**src/rtl/fdd_sel_pkg.sv**
```systemverilog
package fdd_sel_pkg;

  localparam int RATE_W = 2;

  typedef enum logic [RATE_W-1:0] {
    RATE_500K = 2'b00,
    RATE_300K = 2'b01,
    RATE_250K = 2'b10,
    RATE_1M   = 2'b11
  } rate_e;

  // High density: 500 kbps and 1 Mbps codes.
  function automatic logic is_high_density(input logic [RATE_W-1:0] code);
    return (code == RATE_500K) || (code == RATE_1M);
  endfunction

endpackage

```
**src/rtl/fdd_dor_reg.sv**
```systemverilog
module fdd_dor_reg #(
  parameter int DOR_W     = 8,
  parameter int DRV_W     = 2,
  parameter int MOTOR_LSB = 4
) (
  input  logic                clk,
  input  logic                rst,
  input  logic                wr,
  input  logic [DOR_W-1:0]    wdata,
  output logic [DRV_W-1:0]    drv_num,
  output logic [(1<<DRV_W)-1:0] motor_en
);
  localparam int NDRV = 1 << DRV_W;

  logic unused_bits;
  assign unused_bits = ^wdata[MOTOR_LSB-1:DRV_W];

  always_ff @(posedge clk) begin
    if (rst) begin
      drv_num  <= '0;
      motor_en <= '0;
    end else if (wr) begin
      drv_num  <= wdata[DRV_W-1:0];
      motor_en <= wdata[MOTOR_LSB +: NDRV];
    end
  end

  // register returns to zero after reset
  a_r1_dor_cleared: assert property (@(posedge clk) rst |=> (drv_num == '0 && motor_en == '0));
endmodule

```
**src/rtl/fdd_rate_track.sv**
```systemverilog
module fdd_rate_track
  import fdd_sel_pkg::*;
(
  input  logic              clk,
  input  logic              rst,
  input  logic              ccr_wr,
  input  logic [RATE_W-1:0] ccr_wdata,
  input  logic              dsr_wr,
  input  logic [RATE_W-1:0] dsr_wdata,
  output logic [RATE_W-1:0] rate_code
);
  // Both rate registers alias one stored code: the later write wins.
  always_ff @(posedge clk) begin
    if (rst)         rate_code <= RATE_500K;
    else if (dsr_wr) rate_code <= dsr_wdata;
    else if (ccr_wr) rate_code <= ccr_wdata;
  end

  a_r7_dsr_takes: assert property (@(posedge clk) disable iff (rst)
    dsr_wr |=> rate_code == $past(dsr_wdata));
  a_r7_ccr_takes: assert property (@(posedge clk) disable iff (rst)
    (ccr_wr && !dsr_wr) |=> rate_code == $past(ccr_wdata));
  a_r7_code_holds: assert property (@(posedge clk) disable iff (rst)
    (!ccr_wr && !dsr_wr) |=> $stable(rate_code));
endmodule

```
**src/rtl/fdd_sel_decode.sv**
```systemverilog
module fdd_sel_decode #(
  parameter int DRV_W = 2
) (
  input  logic                  four_drive_en,
  input  logic                  exchange_en,
  input  logic [DRV_W-1:0]      drv_num,
  input  logic [(1<<DRV_W)-1:0] motor_en,
  output logic                  active,
  output logic [1:0]            sel_n,
  output logic                  d23_n
);
  logic [DRV_W-1:0] pdrv;
  logic [1:0]       two_sel_n;
  logic             low_pair;

  assign active   = motor_en[drv_num];
  assign low_pair = (drv_num[DRV_W-1:1] == '0);
  // Exchange swaps only logical drives 0 and 1.
  assign pdrv     = (exchange_en && low_pair) ? (drv_num ^ DRV_W'(1)) : drv_num;

  for (genvar gi = 0; gi < 2; gi++) begin : g_two
    assign two_sel_n[gi] = ~(active && (pdrv == DRV_W'(gi)));
  end

  always_comb begin
    if (four_drive_en) begin
      sel_n[0] = ~active;
      sel_n[1] = ~(active && pdrv[0]);
      d23_n    = ~(active && pdrv[1] && !exchange_en);
    end else begin
      sel_n    = two_sel_n;
      d23_n    = ~(active && !low_pair && !exchange_en);
    end
  end
endmodule

```
**src/rtl/fdd_sel_rate.sv**
```systemverilog
module fdd_sel_rate
  import fdd_sel_pkg::*;
#(
  parameter int DOR_W     = 8,
  parameter int DRV_W     = 2,
  parameter int MOTOR_LSB = 4
) (
  input  logic              clk,
  input  logic              rst,
  input  logic              dor_wr,
  input  logic [DOR_W-1:0]  dor_wdata,
  input  logic              ccr_wr,
  input  logic [RATE_W-1:0] ccr_wdata,
  input  logic              dsr_wr,
  input  logic [RATE_W-1:0] dsr_wdata,
  input  logic              four_drive_en,
  input  logic              exchange_en,
  input  logic              ident,
  input  logic              fdc_idle,
  input  logic              fdc_powerdown,
  output logic [1:0]        drv_sel_n,
  output logic              drv23_sel_n,
  output logic [RATE_W-1:0] rate_out,
  output logic              density_sel,
  output logic              idle_out
);
  localparam int NDRV = 1 << DRV_W;

  logic [DRV_W-1:0]  drv_num;
  logic [NDRV-1:0]   motor_en;
  logic [RATE_W-1:0] rate_code;
  logic              dec_active;
  logic [1:0]        dec_sel_n;
  logic              dec_d23_n;
  logic              dens_nxt;

  fdd_dor_reg #(.DOR_W(DOR_W), .DRV_W(DRV_W), .MOTOR_LSB(MOTOR_LSB)) u_dor (
    .clk(clk), .rst(rst), .wr(dor_wr), .wdata(dor_wdata),
    .drv_num(drv_num), .motor_en(motor_en)
  );

  fdd_rate_track u_rate (
    .clk(clk), .rst(rst),
    .ccr_wr(ccr_wr), .ccr_wdata(ccr_wdata),
    .dsr_wr(dsr_wr), .dsr_wdata(dsr_wdata),
    .rate_code(rate_code)
  );

  fdd_sel_decode #(.DRV_W(DRV_W)) u_dec (
    .four_drive_en(four_drive_en), .exchange_en(exchange_en),
    .drv_num(drv_num), .motor_en(motor_en),
    .active(dec_active), .sel_n(dec_sel_n), .d23_n(dec_d23_n)
  );

  // Polarity of density select follows the identity input.
  assign dens_nxt = is_high_density(rate_code) ~^ ident;

  always_ff @(posedge clk) begin
    if (rst) begin
      drv_sel_n   <= 2'b11;
      drv23_sel_n <= 1'b1;
      rate_out    <= RATE_500K;
      density_sel <= 1'b0;
      idle_out    <= 1'b0;
    end else begin
      drv_sel_n   <= dec_sel_n;
      drv23_sel_n <= dec_d23_n;
      rate_out    <= rate_code;
      density_sel <= dens_nxt;
      idle_out    <= fdc_idle | fdc_powerdown;
    end
  end

  a_r1_outputs_quiet: assert property (@(posedge clk)
    rst |=> (drv_sel_n == 2'b11 && drv23_sel_n && rate_out == 2'b00 && !density_sel && !idle_out));
  a_r3_motor_gate: assert property (@(posedge clk) disable iff (rst)
    !dec_active |=> (drv_sel_n == 2'b11 && drv23_sel_n));
  a_r2_single_select: assert property (@(posedge clk) disable iff (rst)
    !four_drive_en |=> $onehot0(~drv_sel_n));
  a_r5_swap_no_d23: assert property (@(posedge clk) disable iff (rst)
    exchange_en |=> drv23_sel_n);
  a_r9_idle_high: assert property (@(posedge clk) disable iff (rst)
    (fdc_idle || fdc_powerdown) |=> idle_out);
  a_r9_idle_low: assert property (@(posedge clk) disable iff (rst)
    (!fdc_idle && !fdc_powerdown) |=> !idle_out);
endmodule

```
**config.mk**
```make
export PLATFORM = sky130hd
export DESIGN_NAME = fdd_sel_rate
export DESIGN_NICKNAME = d
export VERILOG_FILES = /design/src/rtl/fdd_sel_pkg.sv /design/src/rtl/fdd_dor_reg.sv /design/src/rtl/fdd_rate_track.sv /design/src/rtl/fdd_sel_decode.sv /design/src/rtl/fdd_sel_rate.sv
export SDC_FILE = /design/constraint.sdc
export NUM_CORES = 1
export LEC_CHECK = 0
export ABC_CLOCK_PERIOD_IN_PS = 1300
export BUFFER_PORTS_ARGS = -buffer_cell sky130_fd_sc_hd__clkbuf_2
export CELL_PAD_IN_SITES_DETAIL_PLACEMENT = 2
export CELL_PAD_IN_SITES_GLOBAL_PLACEMENT = 2
export CORE_MARGIN = 1.5
export CORE_UTILIZATION = 24
export CTS_CLUSTER_DIAMETER = 200
export CTS_CLUSTER_SIZE = 10
export DETAILED_ROUTE_END_ITERATION = 7
export PLACE_DENSITY = 0.74
export SYNTH_ARGS = -nofsm -noshare
export SYNTH_HDL_FRONTEND = slang
export SYNTH_SLANG_ARGS = --single-unit
```
**constraint.sdc**
```tcl
create_clock -name clk -period 1.3 [get_ports clk]
set_clock_uncertainty 0.2 [all_clocks]
set_input_delay 0 -clock clk [delete_from_list [all_inputs] [get_ports clk]]
set_output_delay 0 -clock clk [all_outputs]
set_load 0.02 [all_outputs]
```
# Word level (Yosys, flattened, before mapping)
# Cells that the tools add are included.
# word_totals
register_bits,15
out_inout_bits,7
elab_cells,41
# classes
n_eq_ne,2
n_mux,7
n_bitwise,10
reduce_logical,13
magnitude_cmp,1
# ops
cell,count
$logic_and 1x1->1,8
$not 1->1,8
$mux 2,3
$logic_not 2->1,2
$lt 2x3->1 const B,1
$mux 1,3
$bmux 1 s2,1
$eq 2x1->1 const B,1
$eq 2x2->1 const B,1
$reduce_bool 2->1,1
$logic_not 1->1,1
$logic_or 1x1->1,1
$or 1x1->1,1
$xnor 1x1->1,1

# Depth between registers and ports, before layout
# logic_depth
depth_word,7
ltp_mapped,4
ltp_nobuf,3

# Cells and area by module
# A second synthesis with hierarchy kept.
# unflattened
cells_unflattened,62
hier_area_um2,633.1
# by_module_without_submodules
module,cells_per_inst,seq_area_each_um2,n_inst,area_per_inst_um2
fdd_dor_reg,19,120.1,1,214.0
fdd_sel_rate,17,140.1,1,205.2
fdd_sel_decode,17,0.0,1,122.6
fdd_rate_track,9,40.0,1,91.3

# Worst setup path before layout
# OpenSTA, ideal clock, no wires.
# synth_timing
path_kind,reg-to-reg
startpoint,register u_dor.drv_num[0]
endpoint,register drv23_sel_n
path_slack_ps,169
t_required_ps,973
t_arrival_ps,804
stages_incl_launch_ff,4
period_less_slack_ps,1131
setup_time_ps,127
path_cell_list,dfxtp_1 -> buf_6 -> mux2i_1 -> or3_1
# synth_via
elab_chain_len,6
elab_cells_between_ends,9
classes_between,3 x mux; 2 x bitwise; 4 x reduce/logical
# synth_lines
element,line_no,source
from (decl),fdd_dor_reg.sv:10,"output logic [DRV_W-1:0] drv_num,"
from (signal assigned),fdd_dor_reg.sv:23,drv_num <= wdata[DRV_W-1:0];
$bmux 1 s2 *,fdd_sel_decode.sv:16,assign active = motor_en[drv_num];
$mux 1 (implied by the code) *,fdd_sel_decode.sv:16,
$logic_and 1x1->1 (2 in series),"fdd_sel_decode.sv:29, fdd_sel_decode.sv:32",
$not 1->1,"fdd_sel_decode.sv:29, fdd_sel_decode.sv:32",
$mux 1 *,fdd_sel_decode.sv:26,if (four_drive_en) begin
to (signal assigned),fdd_sel_rate.sv:67,drv23_sel_n <= dec_d23_n;
to (decl),fdd_sel_rate.sv:22,"output logic drv23_sel_n,"
# Every way passes the cells marked *; elsewhere a longest branch is shown, timed or not. The select of a mux whose other input is x is not followed.
# A chain may end at the register's enable or synchronous reset.

# Worst setup path in the final report
# layout_timing
startpoint,input port ccr_wr
endpoint,register u_rate.rate_code[1]
# layout_via
elab_chain_len,1
# layout_lines
element,line_no,source
from (decl),fdd_sel_rate.sv:12,"input logic ccr_wr,"
$reduce_bool 2->1 (no source line),--,
to (signal assigned),fdd_rate_track.sv:15,else if (dsr_wr) rate_code <= dsr_wdata;
to (signal assigned),fdd_rate_track.sv:16,else if (ccr_wr) rate_code <= ccr_wdata;
to (decl),fdd_rate_track.sv:10,output logic [RATE_W-1:0] rate_code
# No other way between the ends.

==> summary.log <==
qor: clocking.tritoncts yes
qor: layout.syn2layout_area_growth 65.1%
qor: job.cap_violations 0
qor: layout.mostFrequentLayoutCell sky130_fd_sc_hd__clkbuf_2
qor: layout.drive_above_1_share 31.7%
qor: power.power.leakage 0.461 nW
qor: die.die_width 52.5 µm
qor: synthesis.synth_adder_area_share 0%
qor: route.dr.pass1.iters 4
qor: clocking.skew_pair_late_insertion_delay 0.28 ns
qor: worst_setup_path.cp-start-kind input port
qor: run_status.outcome completed
qor: synthesis.synth_seq_cells 15
qor: global_routing.grt_antenna_before_repair 0
qor: clocking.cts_root_buf sky130_fd_sc_hd__clkbuf_4
qor: sta.relSlewSlack 77.2%
qor: placement.detailed_place.area 739 µm²
qor: global_routing.wire_length_of_the_first_global_routing_pass 2860 µm
qor: placement.finalWeightedCongestion 0.669
qor: sta.post_route_setup_slack 0.0822 ns
qor: die.die-area 2760 µm²
qor: synthesis.synthesis.instances 58
qor: synthesis.synth.mux.area_fraction 20.9%
qor: global_routing.grt_start_max_net_pins 10
qor: sta.final.hold.worst_slack 0.00850 ns
qor: clocking.clk_pin_slew_worst_paths 0.09 ns
qor: die.die_h 52.5 µm
qor: route.route.detailed.wl_per_inst 12.9 µm
qor: worst_setup_path.ff2ff_path_depth 3
qor: global_routing.first_global_vias 632
qor: layout.design_area 971 µm²
qor: clocking.clockBufferDepth 2
qor: route.routed_via_density 4.25
qor: placement.port-buffer-count 26
qor: clocking.cts_made_buffers 3
qor: sta.finalSetupTns 0 ns
qor: worst_setup_path.worstPathArrival 1.18 ns
qor: die.io_pins 29
qor: synthesis.synth_fp_nets 80
qor: synthesis.synth_sequential_area_ratio 51.1%
qor: synthesis.combinational_family_with_the_most_area_after_synthesis multiplexers
qor: synthesis.yosys.area_share.simple 18.7%
qor: sta.finalSetupViolations 0
qor: synthesis.synthesis.area 588 µm²
qor: global_routing.grt_usage 14.7%
qor: synthesis.synth_compound_gate_area_share 2.77%
qor: clocking.post-cts-setup-buffer-count 0
qor: clocking.number_of_h_tree_branching_levels 1
qor: sta.pins_over_slew_limit 0
qor: route.drt_iter0_drc 3
qor: synthesis.synth_xor_area_share 2.98%
qor: synthesis.synth.avg_cell_area 10.1 µm²
qor: route.wl 1700 µm
qor: placement.dp_hpwl 1050 µm
qor: worst_setup_path.crit_path_end_kind flip-flop
qor: synthesis.ys_warn_count 0
qor: global_routing.grt_remaining_overflow 0
qor: route.ant_nets 0
qor: hold_path.hold_wc_path_type input port to flip-flop
qor: sta.finalCritPeriodShare 93.7%
qor: power.pwr_density_cell 981 nW/µm²
qor: route.num_vias 561
qor: power.power.ir.vdd_worst 0.524 mV
qor: sta.hold_viol_final 0
qor: sta.max_slew.worst_pin.slew 0.343 ns
qor: hold_path.hold-path-cell-count 2
qor: die.initial_utilization 26.1%
qor: route.drt_drc_violations_left 0
qor: worst_setup_path.cp_max_fo 2
qor: die.floorplan.core_area 2250 µm²
qor: worst_setup_path.cp.required 1.26 ns
qor: layout.net_count_of_the_finished_layout 127
qor: sta.setup_repair_after_global_routing_missed_its_margin no
qor: layout.fin_util 43.1%
qor: die.row_count 17
qor: layout.leading_cell_types_in_the_layout_fill_and_taps_excluded sky130_fd_sc_hd__clkbuf_2 (25), sky130_fd_sc_hd__dlygate4sd3_1 (18), sky130_fd_sc_hd__dfxtp_1 (14)
qor: clocking.cts.sinks 15
qor: sta.finalCriticalPeriod 1.22 ns
qor: layout.n_antenna_cell 0
qor: synthesis.yosysUniqueCellTypes 17
qor: sta.timing.fmax 0.821 GHz
qor: worst_setup_path.crit_type input port to flip-flop
qor: placement.place_worst_setup_slack 0.0489 ns
## critical path, stage by stage
cell and delay (ns):
sky130_fd_sc_hd__dlygate4sd3_1 0.53, sky130_fd_sc_hd__clkbuf_2 0.13, sky130_fd_sc_hd__mux2_4 0.31, sky130_fd_sc_hd__mux2i_4 0.14, sky130_fd_sc_hd__nor2_1 0.06
## per-stage QoR
step                      std cells  total power, mW
after CTS                       133            0.957
after detailed placement        110            0.644
after global routing            132             1.01
after global placement          110            0.637
after floorplan                  58            0.589
final                           132            0.952
## layout make-up
class                   count  area [µm²]
flip-flops and latches     15         302
well taps                  28        35.0
repair buffers             45         325
clock buffers               4        26.3
fillers                   270        1280
multi-input cells          40         283
## final timing paths
kind | slack, ns | endpoint | start
max | 0.08 | u_rate.rate_code[1]$_SDFFE_PP0P_ | ccr_wr
min | 0.008 | rate_out[1]$_SDFF_PP0_ | rst
max reg2reg | 0.11 | drv_sel_n[0]$_SDFF_PP1_ | u_dor.drv_num[1]$_SDFFE_PP0P_
min reg2reg | 0.31 | rate_out[1]$_SDFF_PP0_ | u_rate.rate_code[1]$_SDFFE_PP0P_
## registers in the layout, summed over array words and instances (netlist names)
signal / flops
drv_sel_n: 2
rate_out: 2
idle_out: 1
u_dor.drv_num: 2
density_sel: 1
u_rate.rate_code: 2
u_dor.motor_en: 4
drv23_sel_n: 1
## power breakdown
group          internal (mW)  switching [mW]
Clock                  0.119           0.145
Combinational          0.108          0.0783
Sequential             0.486          0.0166
Total                  0.713           0.239
## cells by family (layout without fill, tap and decap cells)
| family | after synthesis | after routing |
|---|---|---|
| compound gates | 3 | 3 |
| flops | 15 | 15 |
| buf+inv | 3 | 49 |
| simple gates | 23 | 23 |
| mux | 12 | 12 |
| xor+xnor | 2 | 2 |
## repair_timing
item,CTS,global route
endpoints found under the setup margin,0,4
hold buffers,19,0
gates resized for setup,0,5
endpoints found under the hold margin,15,0
## cells in the mapped netlist
cell type / instances / area (µm²)
sky130_fd_sc_hd__mux2i_1: 10 / 100
sky130_fd_sc_hd__nor2_1: 13 / 48.8
sky130_fd_sc_hd__o21ai_0: 1 / 5.00
sky130_fd_sc_hd__nor3_1: 1 / 5.00
sky130_fd_sc_hd__mux2_2: 2 / 22.5
sky130_fd_sc_hd__o21ai_1: 1 / 5.00
sky130_fd_sc_hd__and2_1: 1 / 6.26
sky130_fd_sc_hd__or3_1: 1 / 6.26
sky130_fd_sc_hd__buf_6: 1 / 11.3
sky130_fd_sc_hd__nor2b_1: 2 / 12.5
sky130_fd_sc_hd__o22ai_1: 1 / 6.26
sky130_fd_sc_hd__xor2_1: 2 / 17.5
sky130_fd_sc_hd__nand2b_1: 3 / 18.8
sky130_fd_sc_hd__and3_1: 1 / 6.26
sky130_fd_sc_hd__dfxtp_1: 15 / 300
sky130_fd_sc_hd__buf_2: 2 / 10.0
sky130_fd_sc_hd__or2_1: 1 / 6.26
## metal layers
metal  wire length, µm  vias up  global-route usage (%)
met3               100        2                    3.14
li1                  -      283                       -
met4                 7        0                    5.13
met5                 0        -                       0
met2               855       20                    25.4
met1               736      256                    17.7
No activity file was read; power rests on OpenSTA's default activity.
